===== src/rtl/serreg_pkg.sv =====
package serreg_pkg;

    localparam int ADDR_W  = 6;
    localparam int DATA_W  = 8;
    localparam int CMD_W   = ADDR_W + 2;
    localparam int FRAME_W = CMD_W + DATA_W;
    localparam int CNT_W   = $clog2(FRAME_W + 1);

    typedef logic [CNT_W-1:0] bitcnt_t;

    // command byte after LSB-first shifting: bit 0 = read, then address, then reserved
    typedef struct packed {
        logic              rsvd;
        logic [ADDR_W-1:0] addr;
        logic              is_rd;
    } cmd_t;

    typedef struct packed {
        logic rise;
        logic fall;
    } sclk_evt_t;

    localparam bitcnt_t CNT_CMD       = bitcnt_t'(CMD_W);
    localparam bitcnt_t CNT_CMD_LAST  = bitcnt_t'(CMD_W - 1);
    localparam bitcnt_t CNT_DATA_LAST = bitcnt_t'(FRAME_W - 1);
    localparam bitcnt_t CNT_FULL      = bitcnt_t'(FRAME_W);
    localparam bitcnt_t CNT_FALL_LO   = bitcnt_t'(CMD_W + 1);
    localparam bitcnt_t CNT_FALL_HI   = bitcnt_t'(FRAME_W - 1);
    localparam bitcnt_t CNT_RISE_HI   = bitcnt_t'(FRAME_W - 2);

    function automatic logic in_window(bitcnt_t v, bitcnt_t lo, bitcnt_t hi);
        return (v >= lo) && (v <= hi);
    endfunction

endpackage


===== src/rtl/serreg_sclk_edge.sv =====
module serreg_sclk_edge
    import serreg_pkg::*;
(
    input  logic      clk,
    input  logic      rst,
    input  logic      sclk_i,
    output sclk_evt_t evt_o
);

    logic sclk_q;

    always_ff @(posedge clk) begin
        if (rst) begin
            sclk_q <= 1'b0;
        end else begin
            sclk_q <= sclk_i;
        end
    end

    assign evt_o.rise = sclk_i & ~sclk_q;
    assign evt_o.fall = ~sclk_i & sclk_q;

endmodule


===== src/rtl/serreg_rx_frame.sv =====
module serreg_rx_frame
    import serreg_pkg::*;
(
    input  logic              clk,
    input  logic              rst,
    input  logic              cs_n_i,
    input  logic              sdi_i,
    input  logic              rise_i,
    output bitcnt_t           cnt_o,
    output logic [ADDR_W-1:0] addr_o,
    output logic              is_rd_o,
    output logic              cmd_done_o,
    output logic              wr_done_o,
    output logic [DATA_W-1:0] data_o
);

    bitcnt_t           cnt_q;
    cmd_t              cmd_q;
    logic [DATA_W-1:0] data_q;
    logic              cmd_done_q;
    logic              wr_done_q;
    logic              take_bit;

    assign take_bit = rise_i && (cnt_q != CNT_FULL);

    always_ff @(posedge clk) begin
        if (rst) begin
            cnt_q      <= '0;
            cmd_q      <= '0;
            data_q     <= '0;
            cmd_done_q <= 1'b0;
            wr_done_q  <= 1'b0;
        end else if (cs_n_i) begin
            cnt_q      <= '0;
            cmd_done_q <= 1'b0;
            wr_done_q  <= 1'b0;
        end else begin
            cmd_done_q <= 1'b0;
            wr_done_q  <= 1'b0;
            if (take_bit) begin
                cnt_q <= cnt_q + 1'b1;
                if (cnt_q < CNT_CMD) begin
                    cmd_q <= cmd_t'({sdi_i, cmd_q[CMD_W-1:1]});
                end else begin
                    data_q <= {sdi_i, data_q[DATA_W-1:1]};
                end
                if (cnt_q == CNT_CMD_LAST) begin
                    cmd_done_q <= 1'b1;
                end
                if (cnt_q == CNT_DATA_LAST && !cmd_q.is_rd) begin
                    wr_done_q <= 1'b1;
                end
            end
        end
    end

    assign cnt_o      = cnt_q;
    assign addr_o     = cmd_q.addr;
    assign is_rd_o    = cmd_q.is_rd;
    assign cmd_done_o = cmd_done_q;
    assign wr_done_o  = wr_done_q;
    assign data_o     = data_q;

endmodule


===== src/rtl/serreg_tx_shift.sv =====
module serreg_tx_shift
    import serreg_pkg::*;
(
    input  logic              clk,
    input  logic              rst,
    input  logic              cs_n_i,
    input  logic              clke_i,
    input  sclk_evt_t         evt_i,
    input  bitcnt_t           cnt_i,
    input  logic              load_i,
    input  logic [DATA_W-1:0] load_data_i,
    output logic              sdo_o,
    output logic              oe_o
);

    logic [DATA_W-1:0] sr_q;
    logic              act_q;
    logic              shift_en;

    // edge select high: advance after falling edges so bits settle for rising edges
    // edge select low: advance after rising edges so bits settle for falling edges
    always_comb begin
        if (clke_i) begin
            shift_en = evt_i.fall && in_window(cnt_i, CNT_FALL_LO, CNT_FALL_HI);
        end else begin
            shift_en = evt_i.rise && in_window(cnt_i, CNT_CMD, CNT_RISE_HI);
        end
    end

    always_ff @(posedge clk) begin
        if (rst) begin
            sr_q  <= '0;
            act_q <= 1'b0;
        end else if (cs_n_i) begin
            act_q <= 1'b0;
        end else if (load_i) begin
            sr_q  <= load_data_i;
            act_q <= 1'b1;
        end else if (act_q) begin
            if (shift_en) begin
                sr_q <= sr_q >> 1;
            end
            if (evt_i.rise && cnt_i == CNT_FULL) begin
                act_q <= 1'b0;
            end
        end
    end

    assign sdo_o = act_q & sr_q[0];
    assign oe_o  = act_q;

endmodule


===== src/rtl/serreg_port.sv =====
module serreg_port
    import serreg_pkg::*;
(
    input  logic              clk,
    input  logic              rst,
    input  logic              sclk_i,
    input  logic              cs_n_i,
    input  logic              sdi_i,
    input  logic              clke_i,
    output logic              sdo_o,
    output logic              sdo_oe_o,
    output logic [ADDR_W-1:0] reg_addr_o,
    output logic              reg_rd_stb_o,
    input  logic [DATA_W-1:0] reg_rd_data_i,
    output logic              reg_wr_stb_o,
    output logic [DATA_W-1:0] reg_wr_data_o
);

    sclk_evt_t evt;
    bitcnt_t   cnt;
    logic      is_rd;
    logic      cmd_done;
    logic      wr_done;

    serreg_sclk_edge u_edge (
        .clk    (clk),
        .rst    (rst),
        .sclk_i (sclk_i),
        .evt_o  (evt)
    );

    serreg_rx_frame u_rx (
        .clk        (clk),
        .rst        (rst),
        .cs_n_i     (cs_n_i),
        .sdi_i      (sdi_i),
        .rise_i     (evt.rise),
        .cnt_o      (cnt),
        .addr_o     (reg_addr_o),
        .is_rd_o    (is_rd),
        .cmd_done_o (cmd_done),
        .wr_done_o  (wr_done),
        .data_o     (reg_wr_data_o)
    );

    assign reg_rd_stb_o = cmd_done & is_rd;
    assign reg_wr_stb_o = wr_done;

    serreg_tx_shift u_tx (
        .clk         (clk),
        .rst         (rst),
        .cs_n_i      (cs_n_i),
        .clke_i      (clke_i),
        .evt_i       (evt),
        .cnt_i       (cnt),
        .load_i      (reg_rd_stb_o),
        .load_data_i (reg_rd_data_i),
        .sdo_o       (sdo_o),
        .oe_o        (sdo_oe_o)
    );

endmodule


===== config.mk =====
export PLATFORM = sky130hd
export DESIGN_NAME = serreg_port
export DESIGN_NICKNAME = d
export VERILOG_FILES = /design/src/rtl/serreg_pkg.sv /design/src/rtl/serreg_sclk_edge.sv /design/src/rtl/serreg_rx_frame.sv /design/src/rtl/serreg_tx_shift.sv /design/src/rtl/serreg_port.sv
export SDC_FILE = /design/constraint.sdc
export NUM_CORES = 1
export LEC_CHECK = 0
export CORE_UTILIZATION = 30
export CTS_CLUSTER_DIAMETER = 30
export CTS_CLUSTER_SIZE = 30
export DETAILED_ROUTE_END_ITERATION = 10
export PLACE_DENSITY_LB_ADDON = 0.1
export REMOVE_ABC_BUFFERS = 1
export SETUP_SLACK_MARGIN = 0.4
export SYNTH_ARGS = -nofsm -noshare
export SYNTH_HDL_FRONTEND = slang
export SYNTH_SLANG_ARGS = --single-unit

===== constraint.sdc =====
create_clock -name clk -period 2.5 [get_ports clk]
set_input_delay 0.5 -clock clk [delete_from_list [all_inputs] [get_ports clk]]
set_output_delay 0.5 -clock clk [all_outputs]
set_load 0.03 [all_outputs]

==> results.toml <==
[sta]
drv_slew = 0
skew_ps = 5.176
rsz0062_at_grt = "no"
hold_viol = 0
setup_tns_ps = 0
setup_viol = 0
worst_pin_slew_ps = 354.8
holdWs_ps = 476.6
slew_headroom_pct = 76.35
timing.fmax_mhz = 512.1
min_period_over_period_pct = 78.11
period_needed_ps = 1953
finalWorstSetupSlack_ps = 547.3

[cts]
cts_post_setup_buffers_inserted = 0
htree_levels = 2
root_buffer = "clkbuf_8"
post_cts_resized = 1
clkLatencyLatePin_ps = 280
cts_buffers = 5
cts_buffer_depth = 2
cts_hold_buf = 0
clkTransAtPathRegs_ps = 70
tritoncts = "yes"
numClockSinks = 33

[layout]
final_cell_mix = "dfxtp_1, clkdlybuf4s50_1, mux2i_1"
final_cell_area_mm2 = 0.002018
multi_input_area_um2 = 789.5
drive_gt1_share_pct = 12.17
regArea_um2 = 660.6
n_fill_cell = 499
final_common_cell = "dfxtp_1"
nNetsFinal = 207
antenna_cells = 0
area_growth_pct = 28.83
utilization_pct = 41.36

[die]
fp.dieW_um = 74.26
dieArea_mm2 = 0.005515
ios = 32
die_h_um = 74.26
start_util_pct = 32.10
core_area_mm2 = 0.004880
num_rows = 25

[routing]
dr_wl_met2_mm = 1.362
drtAntennaViolNets = 0
via_count = 1147
drt_iter0_markers = 37
wl_mm = 3.121
highest_layer = "met4"
drt-met1-wl_mm = 1.551
drc = 0
dr.pass1.iters = 4
wl_per_cell_um = 12.19
dr_wl_met3_um = 169
vias_per_cell = 4.480

[run_status]
status = "finished clean"

[global_routing]
globalRouteOverflowTotal = 0
antenna_found_initial = 0
grt_use_total_pct = 12.21
grt_max_degree = 28
grt_pass1_wl_mm = 5.023
grt_pass1_vias = 1065

[synth]
synth_area_mm2 = 0.001567
seq_area_frac_synth_pct = 42.17
synth.top_cell.area_share_pct = 42.17
synth_area_leaders = "dfxtp_1, mux2i_1, nor2_1"
synthCells = 162
ys_ff_latch = 33
synth-simple-area-share_pct = 18.05
ys_types = 38
synth_flop_cell = "dfxtp_1"
synth_mux_area_share_pct = 15.34
synth_compound_area_share_pct = 10.06
synthAdderAreaFrac_pct = 3.994
synth_area_per_cell_um2 = 9.670
async_flop_share_pct = 0
synth-edff-count = 0
synth_top_family_by_area = "simple AND/OR/NAND/NOR gates"
yosys.area.top_type = "dfxtp_1"
yosysWarnings = 0
synthXorXnorAreaFrac_pct = 1.677

[power_and_ir_drop]
peakVddDrop_mv = 0.3036
leakagePower_nw = 0.6805
powerDensity_mw_per_mm2 = 551.3

[critical_path]
r2r-start = "u_rx.cnt_o[1]$_SDFFE_PP0P_"
worst-path-max-fanout = 15
endpoint_kind = "register"
slowest_stage = "clkdlybuf4s50_1"
crit_path_start = "sclk_i"
crit_required_ps = 2710
crit_type = "in -> reg"
critical-path-top-delay-family = "buffers and inverters"
rr_worst_depth = 8
r2r_slack_ps = 550
worstPathArrival_ps = 2160
crit_buf_inv = 2
reg2reg_to = "u_tx.sr_q[6]$_SDFFE_PP0P_"
start_kind = "input port"
crit_chain = "clkdlybuf4s50_1 -> nand2b_4 -> a311oi_2 -> o31ai_2 -> buf_4 -> or3_1 -> a21oi_1"
slowest_delay_ps = 530

[placement]
io_buffers = 31
place_hpwl_mm = 2.163
place_ws_ps = 253.6
place.gp.congestion = 0.7882
postPlaceCellArea_mm2 = 0.001894

[min_path]
hp-class = "reg -> reg"
whs_path_depth = 2
hold_end = "u_tx.sr_q[4]$_SDFFE_PP0P_"
min_from = "u_tx.sr_q[4]$_SDFFE_PP0P_"

[run]
maxCapViolCount = 0
synthesized netlist by cell type, types with 2 or more instances:
cell type / number
a21oi_1: 10
buf_2: 2
buf_4: 8
buf_6: 2
clkbuf_1: 4
dfxtp_1: 33
ha_1: 5
inv_1: 6
mux2i_1: 24
nor2_1: 22
nor2b_1: 2
nor4_1: 2
o21ai_0: 9
or3_1: 8
xnor2_1: 2
worst reg2reg max path, cell delays in order (launching register included):
cell     delay [ps]
dfxtp_1         390
ha_1            240
and3_1          190
ha_1            180
or3_1           380
o31ai_2          70
buf_4           210
or3_1           120
a21oi_1          60
metrics by stage:
step	instances	total power, mW
final	256	1.113
after global routing	256	1.154
after CTS	256	1.132
after detailed placement	248	0.6125
after global placement	248	0.6119
after floorplan	146	0.5704
cells by family after synthesis:
group,count (synthesis)
AND/OR/NAND/NOR,49
buffers and inverters,23
XOR/XNOR,3
AO/OA/AOI/OAI,25
multiplexers,24
flip-flops,33
adder cells (fa/ha/maj),5
where the power goes:
group          internal, mW  total [mW]  switching [mW]
clock                 0.325       0.512           0.187
combinational        0.0359      0.0691          0.0332
sequential            0.528       0.532         0.00318
layout make-up:
type | count | share of cell area, %
timing repair buffer | 35 | 16.80
clock inverter | 1 | 1.488
multi-input combinational | 106 | 39.12
tap | 67 | 4.154
clock buffer | 7 | 4.278
sequential | 33 | 32.73
inverter | 7 | 1.426
how the worst max path moves through the flow:
stage / slack (ps) / cells past startpoint / to
floorplan: 160 / 7 / u_rx.data_o[0]$_SDFFE_PP0P_
global placement: 260 / 7 / u_rx.data_o[7]$_SDFFE_PP0P_
detailed placement: 250 / 7 / u_tx.sr_q[1]$_SDFFE_PP0P_
CTS: 520 / 8 / u_tx.sr_q[6]$_SDFFE_PP0P_
global route: 410 / 8 / u_tx.sr_q[6]$_SDFFE_PP0P_
finish: 550 / 7 / u_tx.sr_q[6]$_SDFFE_PP0P_
metal layers:
metal / vias up / global-route usage (%)
li1: 607 / -
met1: 509 / 15.15
met2: 27 / 19.09
met3: 4 / 5.014
met4: 0 / 4.403
met5: - / 0
state kept, by name (all words and copies together), names as in the netlist, 5 cells and up:
name,cells
u_rx.cnt_o,5
u_rx.data_o,8
u_tx.sr_q,8
u_rx.addr_o,6
(Power assumes the default switching activity.)
